`config.mk`:
```
export PLATFORM = sky130hd
export DESIGN_NAME = cpu_mode_ctrl
export DESIGN_NICKNAME = d
export VERILOG_FILES = /design/src/rtl/cpu_mode_pkg.sv /design/src/rtl/mode_rst_sync.sv /design/src/rtl/mode_lock_reg.sv /design/src/rtl/mode_sticky_flags.sv /design/src/rtl/mode_decode.sv /design/src/rtl/cpu_mode_ctrl.sv
export SDC_FILE = /design/constraint.sdc
export NUM_CORES = 1
export LEC_CHECK = 0
export ABC_AREA = 1
export BUFFER_PORTS_ARGS = -buffer_cell sky130_fd_sc_hd__buf_2
export CAP_MARGIN = 5
export CELL_PAD_IN_SITES_DETAIL_PLACEMENT = 1
export CELL_PAD_IN_SITES_GLOBAL_PLACEMENT = 2
export CORE_MARGIN = 2
export CORE_UTILIZATION = 22
export CTS_CLUSTER_DIAMETER = 50
export DETAILED_ROUTE_END_ITERATION = 7
export PLACE_DENSITY_LB_ADDON = 0.1
export SLEW_MARGIN = 20
export SYNTH_ARGS = -nofsm -noshare
export SYNTH_HDL_FRONTEND = slang
export SYNTH_HIERARCHICAL = 1
export SYNTH_SLANG_ARGS = --single-unit
```
`constraint.sdc`:
```
create_clock -name clk -period 0.8 [get_ports clk]
set_input_delay 0.04 -clock clk [delete_from_list [all_inputs] [get_ports clk]]
set_output_delay 0.04 -clock clk [all_outputs]
set_load 0.005 [all_outputs]
```
`src/rtl/cpu_mode_pkg.sv`:
```
package cpu_mode_pkg;
  localparam int MODE_REG_W = 8;
  localparam int LOCK_W     = 3;  // em, w32, fpu
  localparam int FREE_W     = 3;  // fm, ed, aux
  localparam int FLAG_W     = 2;  // il, dz

  typedef struct packed {
    logic dz;
    logic il;
    logic fpu;
    logic w32;
    logic aux;
    logic ed;
    logic fm;
    logic em;
  } mode_reg_t;
endpackage

```
`src/rtl/mode_rst_sync.sv`:
```
module mode_rst_sync #(
  parameter int STAGES = 2
) (
  input  logic clk,
  input  logic rst_n,
  output logic rst_n_sync
);
  logic [STAGES-1:0] sync_q;
  logic [STAGES-1:0] sync_nxt;

  always_comb begin
    sync_nxt = {sync_q[STAGES-2:0], 1'b1};
  end

  always_ff @(posedge clk or negedge rst_n) begin
    if (!rst_n) sync_q <= '0;
    else        sync_q <= sync_nxt;
  end

  assign rst_n_sync = sync_q[STAGES-1];
endmodule

```
`src/rtl/mode_lock_reg.sv`:
```
module mode_lock_reg #(
  parameter int LOCK_W = 3,
  parameter int FREE_W = 3
) (
  input  logic              clk,
  input  logic              rst_n,
  input  logic              wr_en,
  input  logic [LOCK_W-1:0] wr_lock_fields,
  input  logic [FREE_W-1:0] wr_free_fields,
  input  logic              sp_load,
  output logic [LOCK_W-1:0] lock_fields,
  output logic [FREE_W-1:0] free_fields,
  output logic              lock_pulse
);
  logic              locked_q, locked_nxt;
  logic              pulse_q, pulse_nxt;
  logic [LOCK_W-1:0] lockf_q, lockf_nxt;
  logic [FREE_W-1:0] freef_q, freef_nxt;
  logic              lockf_en;

  always_comb begin
    lockf_en   = wr_en & ~locked_q;
    lockf_nxt  = lockf_en ? wr_lock_fields : lockf_q;
    freef_nxt  = wr_en ? wr_free_fields : freef_q;
    locked_nxt = locked_q | sp_load;
    pulse_nxt  = sp_load & ~locked_q;
  end

  always_ff @(posedge clk or negedge rst_n) begin
    if (!rst_n) begin
      lockf_q  <= '0;
      freef_q  <= '0;
      locked_q <= 1'b0;
      pulse_q  <= 1'b0;
    end else begin
      lockf_q  <= lockf_nxt;
      freef_q  <= freef_nxt;
      locked_q <= locked_nxt;
      pulse_q  <= pulse_nxt;
    end
  end

  assign lock_fields = lockf_q;
  assign free_fields = freef_q;
  assign lock_pulse  = pulse_q;

  // a closed window holds the mode fields
  assert_locked_hold_R3: assert property (@(posedge clk) disable iff (!rst_n)
    locked_q |=> $stable(lockf_q));
  // the pulse lasts one cycle and leaves the window closed
  assert_pulse_single_R7: assert property (@(posedge clk) disable iff (!rst_n)
    pulse_q |=> !pulse_q);
  assert_pulse_locked_R7: assert property (@(posedge clk) disable iff (!rst_n)
    pulse_q |-> locked_q);
  // free fields follow each write
  assert_free_write_R5: assert property (@(posedge clk) disable iff (!rst_n)
    wr_en |=> (freef_q == $past(wr_free_fields)));
endmodule

```
`src/rtl/mode_sticky_flags.sv`:
```
module mode_sticky_flags #(
  parameter int FLAG_W = 2
) (
  input  logic              clk,
  input  logic              rst_n,
  input  logic [FLAG_W-1:0] set_evt,
  output logic [FLAG_W-1:0] flags
);
  for (genvar i = 0; i < FLAG_W; i++) begin : g_flag
    logic flag_q, flag_nxt;

    always_comb begin
      flag_nxt = flag_q | set_evt[i];
    end

    always_ff @(posedge clk or negedge rst_n) begin
      if (!rst_n) flag_q <= 1'b0;
      else        flag_q <= flag_nxt;
    end

    assign flags[i] = flag_q;

    // set by its event and never cleared without reset
    assert_flag_set_R6: assert property (@(posedge clk) disable iff (!rst_n)
      set_evt[i] |=> flag_q);
    assert_flag_sticky_R6: assert property (@(posedge clk) disable iff (!rst_n)
      flag_q |=> flag_q);
  end
endmodule

```
`src/rtl/mode_decode.sv`:
```
module mode_decode
  import cpu_mode_pkg::*;
(
  input  mode_reg_t regv,
  output logic      legacy_mode,
  output logic      ext_mode,
  output logic      wide_mode,
  output logic      fpu_enable,
  output logic      firq_as_irq,
  output logic      xirq_edge
);
  always_comb begin
    ext_mode    = regv.em;
    legacy_mode = ~regv.em;
    wide_mode   = regv.em & regv.w32;
    fpu_enable  = regv.em & regv.fpu;
    firq_as_irq = regv.fm;
    xirq_edge   = regv.ed;
  end
endmodule

```
`src/rtl/cpu_mode_ctrl.sv`:
```
module cpu_mode_ctrl
  import cpu_mode_pkg::*;
#(
  parameter int RST_STAGES = 2
) (
  input  logic                  clk,
  input  logic                  rst_n,
  input  logic                  wr_en,
  input  logic [MODE_REG_W-1:0] wr_data,
  input  logic                  sp_load,
  input  logic                  div0_evt,
  input  logic                  illop_evt,
  output logic [MODE_REG_W-1:0] mode_value,
  output logic                  legacy_mode,
  output logic                  ext_mode,
  output logic                  wide_mode,
  output logic                  fpu_enable,
  output logic                  firq_as_irq,
  output logic                  xirq_edge,
  output logic                  lock_active
);
  logic              rst_n_int;
  mode_reg_t         wr_v, reg_v;
  logic [LOCK_W-1:0] lockf;
  logic [FREE_W-1:0] freef;
  logic [FLAG_W-1:0] flags;

  assign wr_v = mode_reg_t'(wr_data);

  mode_rst_sync #(.STAGES(RST_STAGES)) u_rst (
    .clk(clk), .rst_n(rst_n), .rst_n_sync(rst_n_int)
  );

  mode_lock_reg #(.LOCK_W(LOCK_W), .FREE_W(FREE_W)) u_lock (
    .clk(clk), .rst_n(rst_n_int), .wr_en(wr_en),
    .wr_lock_fields({wr_v.fpu, wr_v.w32, wr_v.em}),
    .wr_free_fields({wr_v.aux, wr_v.ed, wr_v.fm}),
    .sp_load(sp_load),
    .lock_fields(lockf), .free_fields(freef), .lock_pulse(lock_active)
  );

  mode_sticky_flags #(.FLAG_W(FLAG_W)) u_flags (
    .clk(clk), .rst_n(rst_n_int),
    .set_evt({div0_evt, illop_evt}), .flags(flags)
  );

  always_comb begin
    reg_v     = '0;
    reg_v.dz  = flags[1];
    reg_v.il  = flags[0];
    reg_v.fpu = lockf[2];
    reg_v.w32 = lockf[1];
    reg_v.em  = lockf[0];
    reg_v.aux = freef[2];
    reg_v.ed  = freef[1];
    reg_v.fm  = freef[0];
  end

  assign mode_value = reg_v;

  mode_decode u_dec (
    .regv(reg_v), .legacy_mode(legacy_mode), .ext_mode(ext_mode),
    .wide_mode(wide_mode), .fpu_enable(fpu_enable),
    .firq_as_irq(firq_as_irq), .xirq_edge(xirq_edge)
  );

  // outside extended mode the wide and FPU outputs stay low
  assert_gate_R4: assert property (@(posedge clk) disable iff (!rst_n_int)
    legacy_mode |-> (!wide_mode && !fpu_enable));
  // writes never clear a set flag at the port
  assert_flag_port_R6: assert property (@(posedge clk) disable iff (!rst_n_int)
    mode_value[7] |=> mode_value[7]);
endmodule

```
After elaboration in Yosys (flattened, before gate mapping)
Index checks and enable logic that the tools add are counted.
{"block": "word_totals", "register_bits": 12, "input_bits": 14, "output_inout_bits": 15, "wordCells": 16}
{"block": "op_classes", "bitwise_logic": 9}
{"cell": "bitwise AND 1 bit", "count": 4}
{"cell": "OR 1 bit", "count": 3}
{"cell": "NOT 1 bit", "count": 2}

Longest topological paths before layout
{"block": "logic_depth", "depth_word": 2, "mapped_depth": 4, "ltp_nobuf": 4}

Cells and area by module
Netlist, hierarchy kept.
{"module": "mode_lock_reg", "instances": 1, "cells_each": 32, "area_per_inst_um2": 312.8, "seq_area_each_um2": 200.2}
{"module": "mode_sticky_flags", "instances": 1, "cells_each": 10, "area_per_inst_um2": 87.6, "seq_area_each_um2": 50.0}
{"module": "mode_rst_sync", "instances": 1, "cells_each": 3, "area_per_inst_um2": 53.8, "seq_area_each_um2": 50.0}
{"module": "mode_decode", "instances": 1, "cells_each": 8, "area_per_inst_um2": 41.3, "seq_area_each_um2": 0.0}

Worst setup path before layout
No wires, ideal clock.
{"block": "synth_timing", "path_kind": "register -> register", "from": "reg u_lock.locked_q", "to": "reg u_lock.lockf_q[0], in the netlist u_lock/lock_fields[0]", "setup_ps": 117, "arrival_time_ps": 636, "required_ps": 683, "path_slack_ps": 47, "stages_incl_launch_ff": 5, "path_buffers": 0, "period_less_slack_ps": 753, "path_cell_list": "dfrtp_1 -> inv_1 -> nand2_4 -> nand2_1 -> nand2_1"}
{"block": "synth_between", "elab_chain_cells": 2}
{"element": "start: declaration", "line_no": "mode_lock_reg.sv:15", "source": "logic locked_q, locked_nxt;"}
{"element": "start signal: assignment", "line_no": "mode_lock_reg.sv:38", "source": "locked_q <= locked_nxt;"}
{"element": "NOT 1 bit", "line_no": "mode_lock_reg.sv:22", "source": "lockf_en = wr_en & ~locked_q;"}
{"element": "bitwise AND 1 bit", "line_no": "mode_lock_reg.sv:22"}
{"element": "end signal: assignment", "line_no": "mode_lock_reg.sv:36", "source": "lockf_q <= lockf_nxt;"}
{"element": "end: declaration", "line_no": "mode_lock_reg.sv:17", "source": "logic [LOCK_W-1:0] lockf_q, lockf_nxt;"}
Every way passes these cells.
A chain may end at the register's enable or synchronous reset.

Worst setup path in the final report
{"block": "layout_timing", "from": "reg u_lock.lockf_q[0], in the netlist u_lock/lock_fields[0]", "to": "out wide_mode"}
{"block": "layout_between", "elab_chain_cells": 1}
{"element": "bitwise AND 1 bit", "line_no": "mode_decode.sv:15", "source": "wide_mode = regv.em & regv.w32;"}
{"element": "end: declaration", "line_no": "cpu_mode_ctrl.sv:16", "source": "output logic wide_mode,"}
Every way passes these cells.

==> results.yml <==
run_status:
  status: "finished with violations"
  failed_checks: "setup timing"
floorplanning:
  core_area_mm2: 0.00217
  pin_count: 29
  num_rows: 17
  start_util: 0.228
  die_w_um: 51.5
  die_h_um: 51.5
  die-area_mm2: 0.00265
drt:
  vias_per_cell: 3.68
  num_vias: 420
  drt-wirelength-per-cell_um: 9.04
  dr.pass1.iters: 2
  drc: 0
  drt_iter0_drc: 1
  routed_wl_um: 1030
  postRouteAntennaNets: 0
clock_tree:
  h-tree-depth: 1
  numCtsBuffers: 3
  clock_sinks: 12
  clkTransAtPathRegs_ps: 70
  insertion_delay_ps: 260
  clock_path_buffers: 2
  cts_tree: "built"
  cts_root_buf: "clkbuf_4"
global_route:
  grt_pass1_wl_um: 1680
  grt_pass1_vias: 413
  antenna_found_initial: 0
  grt_start_max_net_pins: 11
  overflow: 0
  track_usage: 0.0897
worst_setup_path:
  r2r_start: "u_lock/locked_q$_DFF_PN0_"
  cpPeakStageDelay_ps: 440
  cp_num_buf_inv: 2
  worstRegToRegCells: 4
  endpoint: "wide_mode"
  critPathMaxFanout: 6
  startpoint_type: "register"
  critical_path.top_delay_family: "flip-flops"
  crit_start: "u_lock/lock_fields[0]$_DFFE_PN0P_"
  path_depth: 3
  cp.arrival_ps: 920
  r2r_end: "u_lock/lock_fields[2]$_DFFE_PN0P_"
  end_kind: "output pin"
  crit_required_ps: 760
  cp_slowest_cell: "dfrtp_2"
  path_cells: "nand2_2 -> inv_2 -> buf_6"
  reg2reg_slack_ps: 20
  crit_type: "reg -> out"
timing:
  setup_violations: 12
  worst_slack_ps: -155
  skew_ps: 1.23
  maxSlewViolCount: 0
  post-route-period-util: 1.19
  finalCriticalPeriod_ps: 955
  rsz0062_at_grt: "yes"
  clock.fmax_mhz: 1050
  finalHoldViolations: 0
finish:
  drive_gt1_frac: 0.453
  final_area_um2: 742
  nFillCells: 270
  synthToLayoutAreaGrowth_pct: 49.7
  fin_nets: 102
  antenna_cells: 0
synth:
  synth_seq_cells: 12
  syn_inst: 53
  async_reset_ff_frac: 1.00
  yosysWarnings: 6
  yosysMostFrequentCell: "nand2_1"
  synthesis.nets: 67
  synth_edf_count: 0
  avgSynthCellArea_um2: 9.35
  synth_ff_type: "dfrtp_1"
  synth_cell_type_count: 10
  yosys.area.top_type: "dfrtp_1"
  synthTopCellsByArea: "dfrtp_1 61%, nand2_1 11%, inv_1 9.1%"
  synth_common_cells: "14 x nand2_1, 12 x dfrtp_1, 12 x inv_1, 5 x buf_4"
  synth_top_area_share: 0.606
  netlist_area_um2: 495
  synth-seq-area-share: 0.606
pwr:
  powerDensity_mw_per_mm2: 1480
  switching_share: 0.209
  p_leak_nw: 0.439
  p_sw_mw: 0.230
  vdd_drop_max_mv: 0.769
  pwr-share-comb: 0.103
  power_frac_clock: 0.311
  total_power_mw: 1.10
  internal_power_mw: 0.868
  pwr-share-seq: 0.586
placed_design:
  placed_area_um2: 612
  gp_congestion: 0.678
  port_buffers: 26
  dp_hpwl_um: 767
worst_hold_path:
  hold_start: "wr_data[4]"
  hold_class: "in -> reg"
  hold_depth: 3
run:
  drv_cap: 0
==> flip-flops by register name, summed over array words and instances (netlist names) <==
signal	cells
u_flags/g_flag.flag_q	2
u_lock/free_fields	3
u_lock/lock_fields	3
u_lock/lock_pulse	1
u_lock/locked_q	1
u_rst/sync_q	2
==> power groups by stage <==
stage               Clock, mW  Combinational, mW  Sequential [mW]
finish                  0.342              0.113            0.643
global route            0.393              0.130            0.647
CTS                     0.370              0.115            0.644
detailed placement          0             0.0822            0.657
global placement            0             0.0794            0.657
floorplan                   0             0.0424            0.654
==> kinds of logic after synthesis <==
| kind of cell | Yosys count | synth area share |
|---|---|---|
| and+or+nand+nor | 19 | 0.167 |
| AOI/OAI and AO/OA | 3 | 0.0303 |
| buffers and inverters | 18 | 0.189 |
| DFF | 12 | 0.606 |
| other | 1 | 0.00757 |
==> how the worst min path moves through the flow <==
stage | end | slack [ps]
2_1_floorplan | u_rst/sync_q[0]$_DFF_PN0_ | -260
3_3_place_gp | u_rst/sync_q[0]$_DFF_PN0_ | -170
3_5_place_dp | u_rst/sync_q[0]$_DFF_PN0_ | -170
4_1_cts | u_lock/lock_fields[1]$_DFFE_PN0P_ | 2
5_1_grt | u_lock/lock_fields[1]$_DFFE_PN0P_ | 8
6_report | u_lock/lock_fields[1]$_DFFE_PN0P_ | 10
==> cells in the final DEF, fill, tap and decap left out, types with 2 or more instances in the layout <==
cell           netlist  routed
buf_2                0      25
nand2_1             14      11
dfrtp_1             12      11
inv_1               12      10
dlygate4sd3_1        0       7
clkbuf_4             0       3
nand2_2              0       3
o21ai_1              3       3
nand3_1              3       3
buf_4                5       3
inv_2                0       2
==> metrics by stage <==
step | TNS, ps | hold WS (ps) | util | std cells | setup slack, ps
detailed placement | -46.2 | -170 | 0.282 | 101 | -21.7
global placement | -43.5 | -173 | 0.282 | 101 | -14.9
global route | -1420 | 8.10 | 0.342 | 114 | -212
finish | -673 | 13.0 | 0.342 | 114 | -155
CTS | -1020 | 1.87 | 0.335 | 114 | -197
floorplan | 0 | -256 | - | 53 | 47.3
==> final cells by class <==
class / instances / area (um2) / area share
Multi-Input combinational cell: 23 / 109 / 0.147
Sequential cell: 12 / 302 / 0.406
Timing Repair Buffer: 36 / 229 / 0.309
Tap cell: 28 / 35.0 / 0.0472
Inverter: 12 / 45.0 / 0.0607
Clock buffer: 3 / 22.5 / 0.0304
==> metal layers <==
| metal | GRT usage | share of wire | wire, um | vias up |
|---|---|---|---|---|
| met5 | 0 | 0 | 0 | - |
| li1 | - | - | - | 214 |
| met1 | 0.106 | 0.41 | 427 | 194 |
| met3 | 0.0380 | 0.060 | 62 | 0 |
| met4 | 0.0395 | 0 | 0 | 0 |
| met2 | 0.141 | 0.52 | 540 | 12 |
==> worst register-to-register path, stage by stage (launching register included) <==
cell	delay, ps
dfrtp_1	390
inv_2	110
nand2_4	70
nand2_2	60
nand2_1	50
==> timing repair <==
| action | in CTS | in global routing |
|---|---|---|
| gates cloned | 0 | 0 |
| endpoints found under the setup margin | 17 | 18 |
| pin swaps | 0 | 1 |
| endpoints found under the hold margin | 9 | 0 |
| setup buffers | 3 | 0 |
| hold buffers | 7 | 0 |
| gates resized for setup | 1 | 6 |
(Power assumes the default switching activity.)
